`src/rtl/sdq_pkg.sv`:
```
package sdq_pkg;

    typedef enum logic {
        CLK_RUN    = 1'b0,
        CLK_FROZEN = 1'b1
    } clk_state_e;

    typedef enum logic [1:0] {
        RD_IDLE   = 2'd0,
        RD_DRIVE  = 2'd1,
        RD_MASKED = 2'd2
    } rd_state_e;

    typedef enum logic {
        WR_IDLE  = 1'b0,
        WR_BURST = 1'b1
    } wr_state_e;

endpackage

```
`src/rtl/sdq_suspend_ctl.sv`:
```
module sdq_suspend_ctl
    import sdq_pkg::*;
(
    input  logic clk,
    input  logic rst_n,
    input  logic cke,
    output logic frozen,
    output logic advance
);

    clk_state_e st_q, st_nx;

    always_ff @(posedge clk or negedge rst_n) begin
        if (!rst_n) st_q <= CLK_RUN;
        else        st_q <= st_nx;
    end

    always_comb begin
        unique case (st_q)
            CLK_RUN:    st_nx = cke ? CLK_RUN : CLK_FROZEN;
            CLK_FROZEN: st_nx = cke ? CLK_RUN : CLK_FROZEN;
            default:    st_nx = CLK_RUN;
        endcase
    end

    always_comb begin
        frozen  = (st_q == CLK_FROZEN);
        advance = (st_q == CLK_RUN);
    end


    frz_entry_chk: assert property (@(posedge clk) disable iff (!rst_n)
        (advance && !cke) |=> frozen);


    frz_exit_chk: assert property (@(posedge clk) disable iff (!rst_n)
        (frozen && cke) |=> advance);

endmodule

```
`src/rtl/sdq_read_path.sv`:
```
module sdq_read_path
    import sdq_pkg::*;
#(
    parameter int DATA_W   = 16,
    parameter int MASK_LAT = 2
) (
    input  logic              clk,
    input  logic              rst_n,
    input  logic              advance,
    input  logic              dqm,
    input  logic              rd_valid,
    input  logic [DATA_W-1:0] rd_data,
    output logic              dq_oe,
    output logic [DATA_W-1:0] dq_out
);

    logic [MASK_LAT-1:0] mask_q;
    logic [MASK_LAT:0]   mask_chain;
    logic                mask_due;
    rd_state_e           st_q, st_nx;
    logic [DATA_W-1:0]   dq_q, dq_nx;

    assign mask_chain = {mask_q, dqm};
    assign mask_due   = mask_q[MASK_LAT-1];

    always_ff @(posedge clk or negedge rst_n) begin
        if (!rst_n)       mask_q <= '0;
        else if (advance) mask_q <= mask_chain[MASK_LAT-1:0];
    end

    always_comb begin
        st_nx = st_q;
        if (advance) begin
            if (!rd_valid)     st_nx = RD_IDLE;
            else if (mask_due) st_nx = RD_MASKED;
            else               st_nx = RD_DRIVE;
        end
    end

    always_ff @(posedge clk or negedge rst_n) begin
        if (!rst_n) begin
            st_q <= RD_IDLE;
            dq_q <= '0;
        end else begin
            st_q <= st_nx;
            dq_q <= dq_nx;
        end
    end

    always_comb begin
        dq_nx = dq_q;
        unique case (st_nx)
            RD_DRIVE:  dq_nx = advance ? rd_data : dq_q;
            RD_MASKED: dq_nx = '0;
            RD_IDLE:   dq_nx = '0;
            default:   dq_nx = '0;
        endcase
    end

    always_comb begin
        dq_oe  = (st_q == RD_DRIVE);
        dq_out = dq_q;
    end


    rd_drive_chk: assert property (@(posedge clk) disable iff (!rst_n)
        (advance && rd_valid && !mask_due) |=> (dq_oe && dq_out == $past(rd_data)));


    rd_mask_chk: assert property (@(posedge clk) disable iff (!rst_n)
        (advance && rd_valid && mask_due) |=> (!dq_oe && dq_out == '0));


    rd_idle_chk: assert property (@(posedge clk) disable iff (!rst_n)
        (advance && !rd_valid) |=> !dq_oe);


    rd_hold_chk: assert property (@(posedge clk) disable iff (!rst_n)
        !advance |=> ($stable(dq_oe) && $stable(dq_out) && $stable(mask_q)));

endmodule

```
`src/rtl/sdq_write_path.sv`:
```
module sdq_write_path
    import sdq_pkg::*;
#(
    parameter int DATA_W    = 16,
    parameter int BURST_LEN = 4,
    localparam int POS_W    = (BURST_LEN > 1) ? $clog2(BURST_LEN) : 1
) (
    input  logic              clk,
    input  logic              rst_n,
    input  logic              advance,
    input  logic              dqm,
    input  logic              wr_valid,
    input  logic [DATA_W-1:0] wr_data,
    output logic              wr_en,
    output logic [DATA_W-1:0] wr_word,
    output logic [POS_W-1:0]  wr_pos
);

    localparam logic [POS_W-1:0] LAST_POS = POS_W'(BURST_LEN - 1);

    wr_state_e        st_q, st_nx;
    logic [POS_W-1:0] pos_q, pos_nx;

    always_comb begin
        st_nx  = st_q;
        pos_nx = pos_q;
        if (advance) begin
            unique case (st_q)
                WR_IDLE, WR_BURST: begin
                    if (!wr_valid || pos_q == LAST_POS) begin
                        st_nx  = WR_IDLE;
                        pos_nx = '0;
                    end else begin
                        st_nx  = WR_BURST;
                        pos_nx = pos_q + 1'b1;
                    end
                end
                default: begin
                    st_nx  = WR_IDLE;
                    pos_nx = '0;
                end
            endcase
        end
    end

    always_ff @(posedge clk or negedge rst_n) begin
        if (!rst_n) begin
            st_q  <= WR_IDLE;
            pos_q <= '0;
        end else begin
            st_q  <= st_nx;
            pos_q <= pos_nx;
        end
    end

    always_comb begin
        wr_en   = rst_n && advance && wr_valid && !dqm;
        wr_word = wr_data;
        wr_pos  = pos_q;
    end


    wr_step_chk: assert property (@(posedge clk) disable iff (!rst_n)
        (advance && wr_valid && wr_pos != LAST_POS) |=> (wr_pos == $past(wr_pos) + 1'b1));


    wr_wrap_chk: assert property (@(posedge clk) disable iff (!rst_n)
        (advance && (!wr_valid || wr_pos == LAST_POS)) |=> (wr_pos == '0));


    wr_block_chk: assert property (@(posedge clk) disable iff (!rst_n)
        dqm |-> !wr_en);


    wr_hold_chk: assert property (@(posedge clk) disable iff (!rst_n)
        !advance |=> $stable(wr_pos));

endmodule

```
`src/rtl/sdram_dq_ctrl.sv`:
```
module sdram_dq_ctrl
    import sdq_pkg::*;
#(
    parameter int DATA_W    = 16,
    parameter int BURST_LEN = 4,
    parameter int MASK_LAT  = 2,
    localparam int POS_W    = (BURST_LEN > 1) ? $clog2(BURST_LEN) : 1
) (
    input  logic              clk,
    input  logic              rst_n,
    input  logic              cke,
    input  logic              dqm,
    input  logic              rd_valid,
    input  logic [DATA_W-1:0] rd_data,
    input  logic              wr_valid,
    input  logic [DATA_W-1:0] wr_data,
    output logic              dq_oe,
    output logic [DATA_W-1:0] dq_out,
    output logic              wr_en,
    output logic [DATA_W-1:0] wr_word,
    output logic [POS_W-1:0]  wr_pos,
    output logic              frozen
);

    logic advance;

    sdq_suspend_ctl u_susp (
        .clk     (clk),
        .rst_n   (rst_n),
        .cke     (cke),
        .frozen  (frozen),
        .advance (advance)
    );

    sdq_read_path #(
        .DATA_W   (DATA_W),
        .MASK_LAT (MASK_LAT)
    ) u_rd (
        .clk      (clk),
        .rst_n    (rst_n),
        .advance  (advance),
        .dqm      (dqm),
        .rd_valid (rd_valid),
        .rd_data  (rd_data),
        .dq_oe    (dq_oe),
        .dq_out   (dq_out)
    );

    sdq_write_path #(
        .DATA_W    (DATA_W),
        .BURST_LEN (BURST_LEN)
    ) u_wr (
        .clk      (clk),
        .rst_n    (rst_n),
        .advance  (advance),
        .dqm      (dqm),
        .wr_valid (wr_valid),
        .wr_data  (wr_data),
        .wr_en    (wr_en),
        .wr_word  (wr_word),
        .wr_pos   (wr_pos)
    );


    frz_strobe_chk: assert property (@(posedge clk) disable iff (!rst_n)
        frozen |-> !wr_en);


    rst_quiet_chk: assert property (@(posedge clk)
        !rst_n |-> (!dq_oe && !wr_en && !frozen));

endmodule

```
`config.mk`:
```
export PLATFORM = sky130hd
export DESIGN_NAME = sdram_dq_ctrl
export DESIGN_NICKNAME = d
export VERILOG_FILES = /design/src/rtl/sdq_pkg.sv /design/src/rtl/sdq_suspend_ctl.sv /design/src/rtl/sdq_read_path.sv /design/src/rtl/sdq_write_path.sv /design/src/rtl/sdram_dq_ctrl.sv
export SDC_FILE = /design/constraint.sdc
export NUM_CORES = 1
export LEC_CHECK = 0
export CAP_MARGIN = 20
export CORE_MARGIN = 1.5
export CORE_UTILIZATION = 58
export CTS_CLUSTER_DIAMETER = 200
export DETAILED_ROUTE_END_ITERATION = 7
export DONT_BUFFER_PORTS = 1
export PLACE_DENSITY = 0.82
export SYNTH_ARGS = -nofsm -noshare
export SYNTH_HDL_FRONTEND = slang
export SYNTH_SLANG_ARGS = --single-unit
```
`constraint.sdc`:
```
create_clock -name clk -period 1.3 [get_ports clk]
set_input_delay 0.13 -clock clk [delete_from_list [all_inputs] [get_ports clk]]
set_output_delay 0.13 -clock clk [all_outputs]
set_load 0.03 [all_outputs]
```
== Word-level counts from Yosys, hierarchy flattened ==
Index checks and enable logic that the tools add are counted.

* Reduce and logical (&&, ||, !) cells: 6
* Muxes and demuxes: 7
* $add $sub $neg: 1
* Equal/unequal tests: 4
* Bitwise gates (word level): 1

{| class="wikitable"
|+ Operator list
! kind !! count
|-
| 2-to-1 mux 16 bit || 2
|-
| 2-to-1 mux 2 bit || 4
|-
| equality test 2 x 1 -> 1 bit, second input constant || 2
|-
| logical AND 1 bit || 3
|-
| adder 2 x 1 -> 2 bit, second input constant || 1
|-
| equality test 2 bit, second input constant || 1
|-
| zero test 1 bit || 2
|-
| != test 2 bit, second input constant || 1
|-
| logical OR 1 bit || 1
|-
| 2-to-1 mux 1 bit || 1
|-
| inverter 1 bit || 1
|}

* Input port bits: 38
* Word-level logic and storage cells: 24
* Output and inout port bits: 37
* Register bits after elaboration: 23

== Depth between registers and ports, before layout ==
Gate-level depths: netlist (run 1).

* Depth in word-level cells: 5
* Mapped depth: 4
* Depth with buffers taken out: 3

== Modules after synthesis ==
A second synthesis (run 1) with hierarchy kept.

* Cell total of the unflattened synthesis: 97
* Area total of the unflattened synthesis: 1,156.1 um2

{| class="wikitable"
|+ By module, submodules not included
! module !! area an instance (um2) !! times used !! cells an instance
|-
| sdq_read_path || 885.8 || 1 || 68
|-
| sdq_write_path || 237.7 || 1 || 26
|-
| sdq_suspend_ctl || 32.5 || 1 || 3
|}

== Worst setup path before layout (run 1) ==
No wires, ideal clock.

* Kind: register -> output
* Start: register u_susp.st_q (netlist: u_susp.frozen)
* End: output wr_en
* Data arrival time: 1.740 ns
* Cell stages (with the launch flop): 3
* Setup slack: -0.570 ns
* Path buffers: 1
* Cells stage by stage: dfrtp_1 buf_2 nor4bb_1

* Longest elaborated chain between the ends: 4

{| class="wikitable"
|+ Ends and longest elaborated chain
! item !! RTL line !! RTL
|-
| from (decl) || sdq_suspend_ctl.sv:11 || <nowiki>clk_state_e st_q, st_nx;</nowiki>
|-
| from (signal assigned) || sdq_suspend_ctl.sv:15 || <nowiki>else st_q <= st_nx;</nowiki>
|-
| inverter 1 bit || sdq_suspend_ctl.sv:28 || <nowiki>advance = (st_q == CLK_RUN);</nowiki>
|-
| logical AND 1 bit (3 in a row) || sdq_write_path.sv:57 || <nowiki>wr_en = rst_n && advance && wr_valid && !dqm;</nowiki>
|-
| to (decl) || sdram_dq_ctrl.sv:19 || <nowiki>output logic wr_en,</nowiki>
|}

Every way passes these cells.

== Worst setup path after layout (run 1) ==
Same ends and word-level chain as after synthesis.

==> out/metrics.yaml, run 1 <==
detailed_routing:
  wl_um: 2060
  vias: 650
  first_pass_iters: 6
  wl_per_cell_um: 18.9
  drt_first_iter_violations: 16
  via_per_inst: 5.96
  ant_nets: 0
  drc: 5
global_routing:
  grt_busiest_layer: "met2"
  grt_pass1_wl_um: 3060
  met1_usage_pct: 23.5
  overflow: 0
  grt_antenna_before_repair: 0
  gr-usage-met3_pct: 4.90
  grt_usage_pct: 22.3
  use_met2_pct: 42.0
  grt_pass1_vias: 719
  grt_max_degree: 24
floorplanning:
  initial_core_util_pct: 64.5
  dieArea_um2: 1990
  die_h_um: 44.6
  die_width_um: 44.6
  num_rows: 14
  ioPinCount: 75
  core_area_um2: 1560
clocking:
  cts_inserted_buffers: 3
  cts_htree_levels: 1
  cts_sinks: 23
  cts_buffer_depth: 2
  clockRootBuffer: "clkbuf_4"
  cts_tree: "done"
  clk_latency_ns: 0.30
  path_clk_slew_ns: 0.11
logic_synthesis:
  yosysSeqAreaShare_pct: 57.2
  synth_compound_area_share_pct: 16.4
  async_flop_share_pct: 100
  netlist_area_um2: 1010
  ys_seq_elements: 23
  synth_area_per_cell_um2: 13.2
  synth.area.top_cells: "dfrtp_1 (57%), a22o_1 (14%), buf_4 (13%), buf_6 (2.2%), mux2_2 (2.2%)"
  synth-edff-count: 0
  synth.distinct_cells: 17
  ys.flop_type: "dfrtp_1"
  synth_top_family_by_area: "compound AO/OA/AOI/OAI gates"
  synthAdderAreaFrac_pct: 1.24
  yosys-top-cells-count: "dfrtp_1 (23), buf_4 (17), a22o_1 (16)"
  yosysWarnings: 0
  muxShareOfSynthArea_pct: 2.24
  synth-xor-area-share_pct: 0
  yosysTopAreaCell: "dfrtp_1"
  yosysMostFrequentCell: "dfrtp_1"
  synth_nets: 115
  synth-simple-area-share_pct: 7.09
  yosysTopAreaCellShare_pct: 57.2
  syn-instance-count: 76
finish:
  syn2layout_area_growth_pct: 27.0
  nets: 133
  utilization_pct: 81.9
  regArea_um2: 577
  stdcell_count: 109
  layout-drive-gt1-share_pct: 24.7
  num_antenna_cells: 0
  n_fill_cell: 89
  multi_input_area_um2: 305
power_and_ir_drop:
  totalPowerFinal_uw: 1440
  peakVddDrop_uv: 878
  p_leak_uw: 0.000619
  power.density_nw_per_um2: 1120
setup_path:
  cp-start-kind: "flop"
  cp_max_fo: 2
  crit_type: "flop to primary output"
  worst_setup_path_end_kind: "primary output"
  required_ns: 1.17
  cp.arrival_ns: 1.32
placement:
  placed_cells: 80
  gp_congestion: 0.640
  port_buffers: 0
  dp_hpwl_um: 1170
  dpl_worst_slack_ns: 0.0375
timing:
  hold_violations: 0
  worst_pin_slew_ns: 0.323
  setup_viol: 1
  fin_crit_ns: 1.45
  max_freq_mhz: 689
  hold_ws_ns: 0.111
  fin_skew_ns: 0.0106
  worst_slack_ns: -0.151
  rsz0062_at_grt: "yes"
  timing.final.crit_share_pct: 112
  relSlewSlack_pct: 78.5
  slew_viol_final: 0
outcome:
  status: "finished with violations"
  failed_checks: "DRC, setup timing"
worst_hold_path:
  worstHoldPathType: "input port to asynchronous set/reset pin"
run:
  cap_viol_max_count: 0
==> logic make-up after synthesis <==
| family | after synthesis |
|---|---|
| and+or+nand+nor | 9 |
| adders and majority gates | 1 |
| buffers and inverters | 21 |
| AOI/OAI and AO/OA | 20 |
| muxes | 2 |
| DFF | 23 |
==> path summary, 6_finish.rpt <==
path	start	end	slack, ns	cells after the start
max in group asynchronous	rst_n	u_susp.frozen$_DFF_PN0_	0.81	2
worst max-delay path	u_susp.frozen$_DFF_PN0_	wr_en	-0.15	3
worst min register to register	u_rd.st_q[0]$_DFF_PN0_	u_rd.st_q[0]$_DFF_PN0_	0.51	1
worst max register to register	u_susp.frozen$_DFF_PN0_	u_rd.dq_out[0]$_DFFE_PN0P_	0.04	5
worst min-delay path	rst_n	u_rd.dq_out[14]$_DFFE_PN0P_	0.11	1
min in group clk	wr_valid	u_wr.wr_pos[0]$_DFFE_PN0N_	0.11	2
==> layout by cell type (no fill, tap or decap) <==
cell	count
nand2_1	3
dlygate4sd3_1	21
clkbuf_4	3
nand3b_1	1
buf_16	1
buf_6	3
nor4b_4	1
nor3b_4	1
ha_1	1
mux2_2	2
o21ai_0	2
buf_12	1
clkinv_2	1
a21o_1	2
a22o_1	16
buf_4	7
dfrtp_2	1
and3b_4	1
inv_1	1
dfrtp_1	22
nor4bb_4	1
nor2b_1	1
==> power by group <==
group          switching [uW]  internal, uW
Sequential               84.1           764
Combinational             122           147
Clock                     204           115
Total                     411          1030
==> metal layers <==
metal / vias up / share of wire, %
met4: 0 / 0.83
met5: - / 0
met2: 37 / 54
met1: 318 / 37
met3: 6 / 7.7
li1: 289 / -
==> timing repair <==
item / 4_1_cts / 5_1_grt
hold buffers: 21 / 0
pin swaps: 1 / 18
gates resized for setup: 2 / 5
buffers inserted: 2 / 1
endpoints found under the hold margin: 43 / 0
endpoints found under the setup margin: 1 / 2
==> state kept, by name, indices dropped and copies added (netlist names) <==
| signal | count |
|---|---|
| u_rd.st_q | 2 |
| u_wr.wr_pos | 2 |
| u_rd.mask_q | 2 |
| u_rd.dq_out | 16 |
| u_susp.frozen | 1 |
==> layout make-up <==
cell class | count | share of cell area (%)
Tap cell | 16 | 1.57
Timing Repair Buffer | 33 | 26.9
Clock inverter | 1 | 0.392
Sequential cell | 23 | 45.2
Inverter | 1 | 0.294
Multi-Input combinational cell | 32 | 23.9
Clock buffer | 3 | 1.76
==> critical path: stages (launching register included) <==
cell      delay [ns]
dfrtp_2         0.43
buf_6           0.13
nor4bb_4        0.26
buf_4           0.20
==> per-stage QoR <==
step	cell area [um^2]	setup TNS, ns
floorplan	1020	0
global placement	960	0
detailed placement	960	0
CTS	1220	-0.188
global route	1280	-0.430
finish	1280	-0.151
(Power assumes the default switching activity.)
==> run 2: changes to the inputs <==
RECOVER_POWER = 100   (was not set)
==> out/metrics.yaml, run 2 (synthesized netlist as in run 1, its figures left out) <==
setup_path:
  required_ns: 1.17
  regToRegSetupSlack_ns: 0.04
  path_cells: "buf_6 -> nor4bb_4 -> buf_4"
  crit_path_max_incr_delay_ns: 0.43
  worst_setup_path_end_kind: "primary output"
  cp.arrival_ns: 1.32
  cp-start-kind: "flop"
  cp_max_fo: 2
  crit_type: "flop to primary output"
  cp_slowest_cell: "dfrtp_2"
placement:
  dp_hpwl_um: 1170
  port_buffers: 0
  placed_cells: 80
  gp_congestion: 0.640
  dpl_worst_slack_ns: 0.0375
power_and_ir_drop:
  switching_share_pct: 29.0
  p_sw_uw: 413
  combPwrFrac_pct: 17.9
  clock_power_share_pct: 22.6
  p_leak_uw: 0.000609
  peakVddDrop_uv: 871
  power.density_nw_per_um2: 1140
  p_int_uw: 1010
  power_frac_seq_pct: 59.5
timing:
  max_freq_mhz: 688
  setup_viol: 1
  relSlewSlack_pct: 67.8
  rsz0062_at_grt: "yes"
  worst_pin_slew_ns: 0.483
  fin_setup_tns_ns: -0.153
  hold_violations: 0
  worst_slack_ns: -0.153
  fin_skew_ns: 0.0121
  slew_viol_final: 0
  fin_crit_ns: 1.45
  timing.final.crit_share_pct: 112
global_routing:
  overflow: 0
  grt_antenna_before_repair: 0
  grt_max_degree: 24
  grt_pass1_wl_um: 3060
  grt_pass1_vias: 719
  grt_usage_pct: 22.3
floorplanning:
  die_h_um: 44.6
  core_area_um2: 1560
  num_rows: 14
  dieArea_um2: 1990
  initial_core_util_pct: 64.5
  ioPinCount: 75
  die_width_um: 44.6
detailed_routing:
  drc: 5
  ant_nets: 0
  wl_um: 2070
  first_pass_iters: 6
  wl_per_cell_um: 19.0
  vias: 656
  via_per_inst: 6.02
  drt_first_iter_violations: 18
clocking:
  cts_htree_levels: 1
  cts_sinks: 23
  clk_latency_ns: 0.31
  path_clk_slew_ns: 0.11
  clockRootBuffer: "clkbuf_4"
  cts_tree: "done"
  cts_buffer_depth: 2
  cts_inserted_buffers: 3
finish:
  layout-drive-gt1-share_pct: 24.7
  largest_reg_flops: 16
  syn2layout_area_growth_pct: 24.3
  stdcell_count: 109
  layout_commonest_cell: "dfrtp_1"
  final_cell_mix: "dfrtp_1 (22), dlygate4sd3_1 (21), a22o_1 (16)"
  num_antenna_cells: 0
  nets: 133
outcome:
  failed_checks: "DRC, setup timing"
  status: "finished with violations"
run:
  cap_viol_max_count: 0
worst_hold_path:
  worstHoldPathType: "input port to asynchronous set/reset pin"
## run 2: power by group through the flow
stage          Sequential [uW]  Clock, uW  Combinational (uW)
2_1_floorplan              879          0                 197
4_1_cts                    845        330                 245
3_3_place_gp               858          0                 166
3_5_place_dp               860          0                 173
5_1_grt                    854        353                 279
6_report                   848        322                 255
## run 2: layout make-up
cell class,count,area [um^2]
clock buffer,3,22.5
fill,94,309
sequential,23,577
tap,16,20.0
multi-input combinational,32,305
timing repair buffer,33,317
clock inverter,1,5.00
inverter,1,3.75
## run 2: stage by stage
| stage | instance area [um^2] | hold WS [ns] | utilization (%) | power, uW |
|---|---|---|---|---|
| after floorplan | 1020 | -0.166 | - | 1080 |
| after global placement | 960 | -0.165 | 61.6 | 1020 |
| after detailed placement | 960 | -0.165 | 61.6 | 1030 |
| after CTS | 1220 | 0.110 | 78.1 | 1420 |
| after global routing | 1250 | 0.0517 | 80.2 | 1490 |
| final | 1250 | 0.0612 | 80.2 | 1430 |
## run 2: what timing repair did
action	CTS	global route
hold endpoints to repair	43	0
gates resized for setup	2	5
pin swaps	1	18
setup endpoints to repair	1	2
buffers inserted	2	1
hold buffers	21	0
## run 2: metal layers
| metal | wire length (um) | share of wire (%) | up-vias | track usage [%] |
|---|---|---|---|---|
| li1 | - | - | 289 | - |
| met1 | 744 | 36 | 324 | 23.5 |
| met2 | 1150 | 55 | 37 | 42.0 |
| met3 | 159 | 7.7 | 6 | 4.90 |
| met4 | 17 | 0.82 | 0 | 9.09 |
| met5 | 0 | 0 | - | 0 |
## run 2: worst paths after layout
path	to	depth (start not counted)	startpoint
max reg2reg	u_rd.dq_out[9]$_DFFE_PN0P_	5	u_susp.frozen$_DFF_PN0_
max	wr_en	3	u_susp.frozen$_DFF_PN0_
min in group clk	u_wr.wr_pos[0]$_DFFE_PN0N_	2	wr_valid
max in group asynchronous	u_susp.frozen$_DFF_PN0_	2	rst_n
min	u_rd.dq_out[14]$_DFFE_PN0P_	1	rst_n
min reg2reg	u_rd.st_q[0]$_DFF_PN0_	1	u_rd.st_q[0]$_DFF_PN0_
## run 2: critical path, delay by kind of cell (launching register included)
family        cells  cell delay, ns
simple gates      1            0.26
buf+inv           2            0.33
flops             1            0.43
==> run 3: changes to the inputs <==
REMOVE_ABC_BUFFERS = 1   (was not set)
==> out/metrics.yaml, run 3 (synthesized netlist as in run 1, its figures left out) <==
outcome:
  status: "finished with violations"
  failed_checks: "DRC, setup timing"
finish:
  layout_commonest_cell: "dfrtp_1"
  final_cell_mix: "dfrtp_1 (22), dlygate4sd3_1 (21), a22o_1 (16)"
  nets: 130
  stdcell_count: 106
  num_antenna_cells: 0
  largest_reg_flops: 16
  layout-drive-gt1-share_pct: 21.1
  syn2layout_area_growth_pct: 17.8
global_routing:
  grt_pass1_wl_um: 3400
  grt_pass1_vias: 687
  grt_usage_pct: 25.8
  overflow: 0
  grt_antenna_before_repair: 0
  grt_max_degree: 24
placement:
  gp_congestion: 0.676
  placed_cells: 80
  dpl_worst_slack_ns: 0.00150
  port_buffers: 0
power_and_ir_drop:
  totalPowerFinal_uw: 1410
  p_leak_uw: 0.000577
  power.density_nw_per_um2: 1190
  peakVddDrop_uv: 860
timing:
  worst_slack_ns: -0.0633
  fin_crit_ns: 1.36
  setup_viol: 1
  fin_skew_ns: 0.00600
  rsz0062_at_grt: "yes"
  hold_violations: 0
  slew_viol_final: 0
  relSlewSlack_pct: 36.5
  timing.final.crit_share_pct: 105
  max_freq_mhz: 734
  worst_pin_slew_ns: 0.949
setup_path:
  cp_max_fo: 4
  required_ns: 1.17
  crit_path_max_incr_delay_ns: 0.45
  cp_slowest_cell: "dfrtp_2"
  path_cells: "nor4bb_2 -> buf_4"
  startpoint: "u_susp.frozen$_DFF_PN0_"
  crit_type: "flop to primary output"
  cp-start-kind: "flop"
  worst_setup_path_end_kind: "primary output"
  cp.arrival_ns: 1.23
  reg2reg_from: "u_susp.frozen$_DFF_PN0_"
  regToRegSetupSlack_ns: 0.06
clocking:
  cts_htree_levels: 1
  cts_tree: "done"
  clk_latency_ns: 0.31
  path_clk_slew_ns: 0.12
  cts_sinks: 23
  clockRootBuffer: "clkbuf_4"
  cts_buffer_depth: 2
  cts_inserted_buffers: 3
worst_hold_path:
  hp-start: "wr_valid"
  worstHoldPathType: "input port to flop"
floorplanning:
  initial_core_util_pct: 64.5
  core_area_um2: 1560
  die_h_um: 44.6
  die_width_um: 44.6
  num_rows: 14
  dieArea_um2: 1990
  ioPinCount: 75
detailed_routing:
  wl_per_cell_um: 22.7
  via_per_inst: 6.28
  ant_nets: 0
  wl_um: 2400
  vias: 666
  first_pass_iters: 6
  drc: 1
  drt_first_iter_violations: 17
run:
  cap_viol_max_count: 0
## run 3: cell count changes in the layout (fill, tap and decap cells not counted), sizes merged
cell / delta
clkbuf: -3
## run 3: stage by stage
step	TNS (ns)	utilization, %	hold WS, ns	cell area [um^2]
2_1_floorplan	-2.35	-	-0.166	851
3_3_place_gp	0	59.7	-0.165	931
3_5_place_dp	0	59.7	-0.165	931
4_1_cts	-0.0576	75.5	0.125	1180
5_1_grt	-0.113	76.0	0.115	1180
6_report	-0.0633	76.0	0.119	1180
## run 3: power breakdown
part	leakage (uW)	switching [uW]	internal (uW)
Sequential	0.000305	85.5	764
Clock	0.0000177	210	115
Combinational	0.000254	113	121
## run 3: repair_timing
item / in CTS / in global routing
endpoints found under the hold margin: 43 / 0
setup endpoints to repair: 10 / 17
pin swaps: 1 / 0
resized for setup: 1 / 2
hold buffers: 21 / 0
buffers inserted: 1 / 0
gates cloned: 0 / 0
## run 3: path summary, 6_finish.rpt
kind / depth (start not counted) / endpoint
setup / recovery: 2 / wr_en
hold / removal: 2 / u_wr.wr_pos[0]$_DFFE_PN0N_
setup reg to reg: 4 / u_rd.dq_out[4]$_DFFE_PN0P_
hold reg to reg: 1 / u_rd.mask_q[1]$_DFFE_PN0N_
max in group asynchronous: 1 / u_susp.frozen$_DFF_PN0_
min in group asynchronous: 1 / u_rd.dq_out[7]$_DFFE_PN0P_
## run 3: cell type report
type / instances / area [um^2]
flip-flops and latches: 23 / 577
fillers: 111 / 374
multi-input cells: 32 / 279
repair buffers: 30 / 278
clock buffers: 3 / 22.5
well taps: 16 / 20.0
clock inverters: 1 / 5.00
inverters: 1 / 3.75
## run 3: worst max-delay path: cells and delay by family, from the launching register on
kind	cells	cell delay (ns)
buf+inv	1	0.20
flops	1	0.45
simple gates	1	0.27
## run 3: layer usage
| layer | wire (um) | up-vias | track usage (%) | share of wire [%] |
|---|---|---|---|---|
| met1 | 945 | 345 | 30.2 | 39 |
| met5 | 0 | - | 0 | 0 |
| met2 | 1190 | 38 | 38.0 | 50 |
| met3 | 249 | 2 | 16.7 | 10 |
| li1 | - | 281 | - | - |
| met4 | 18 | 0 | 9.09 | 0.75 |
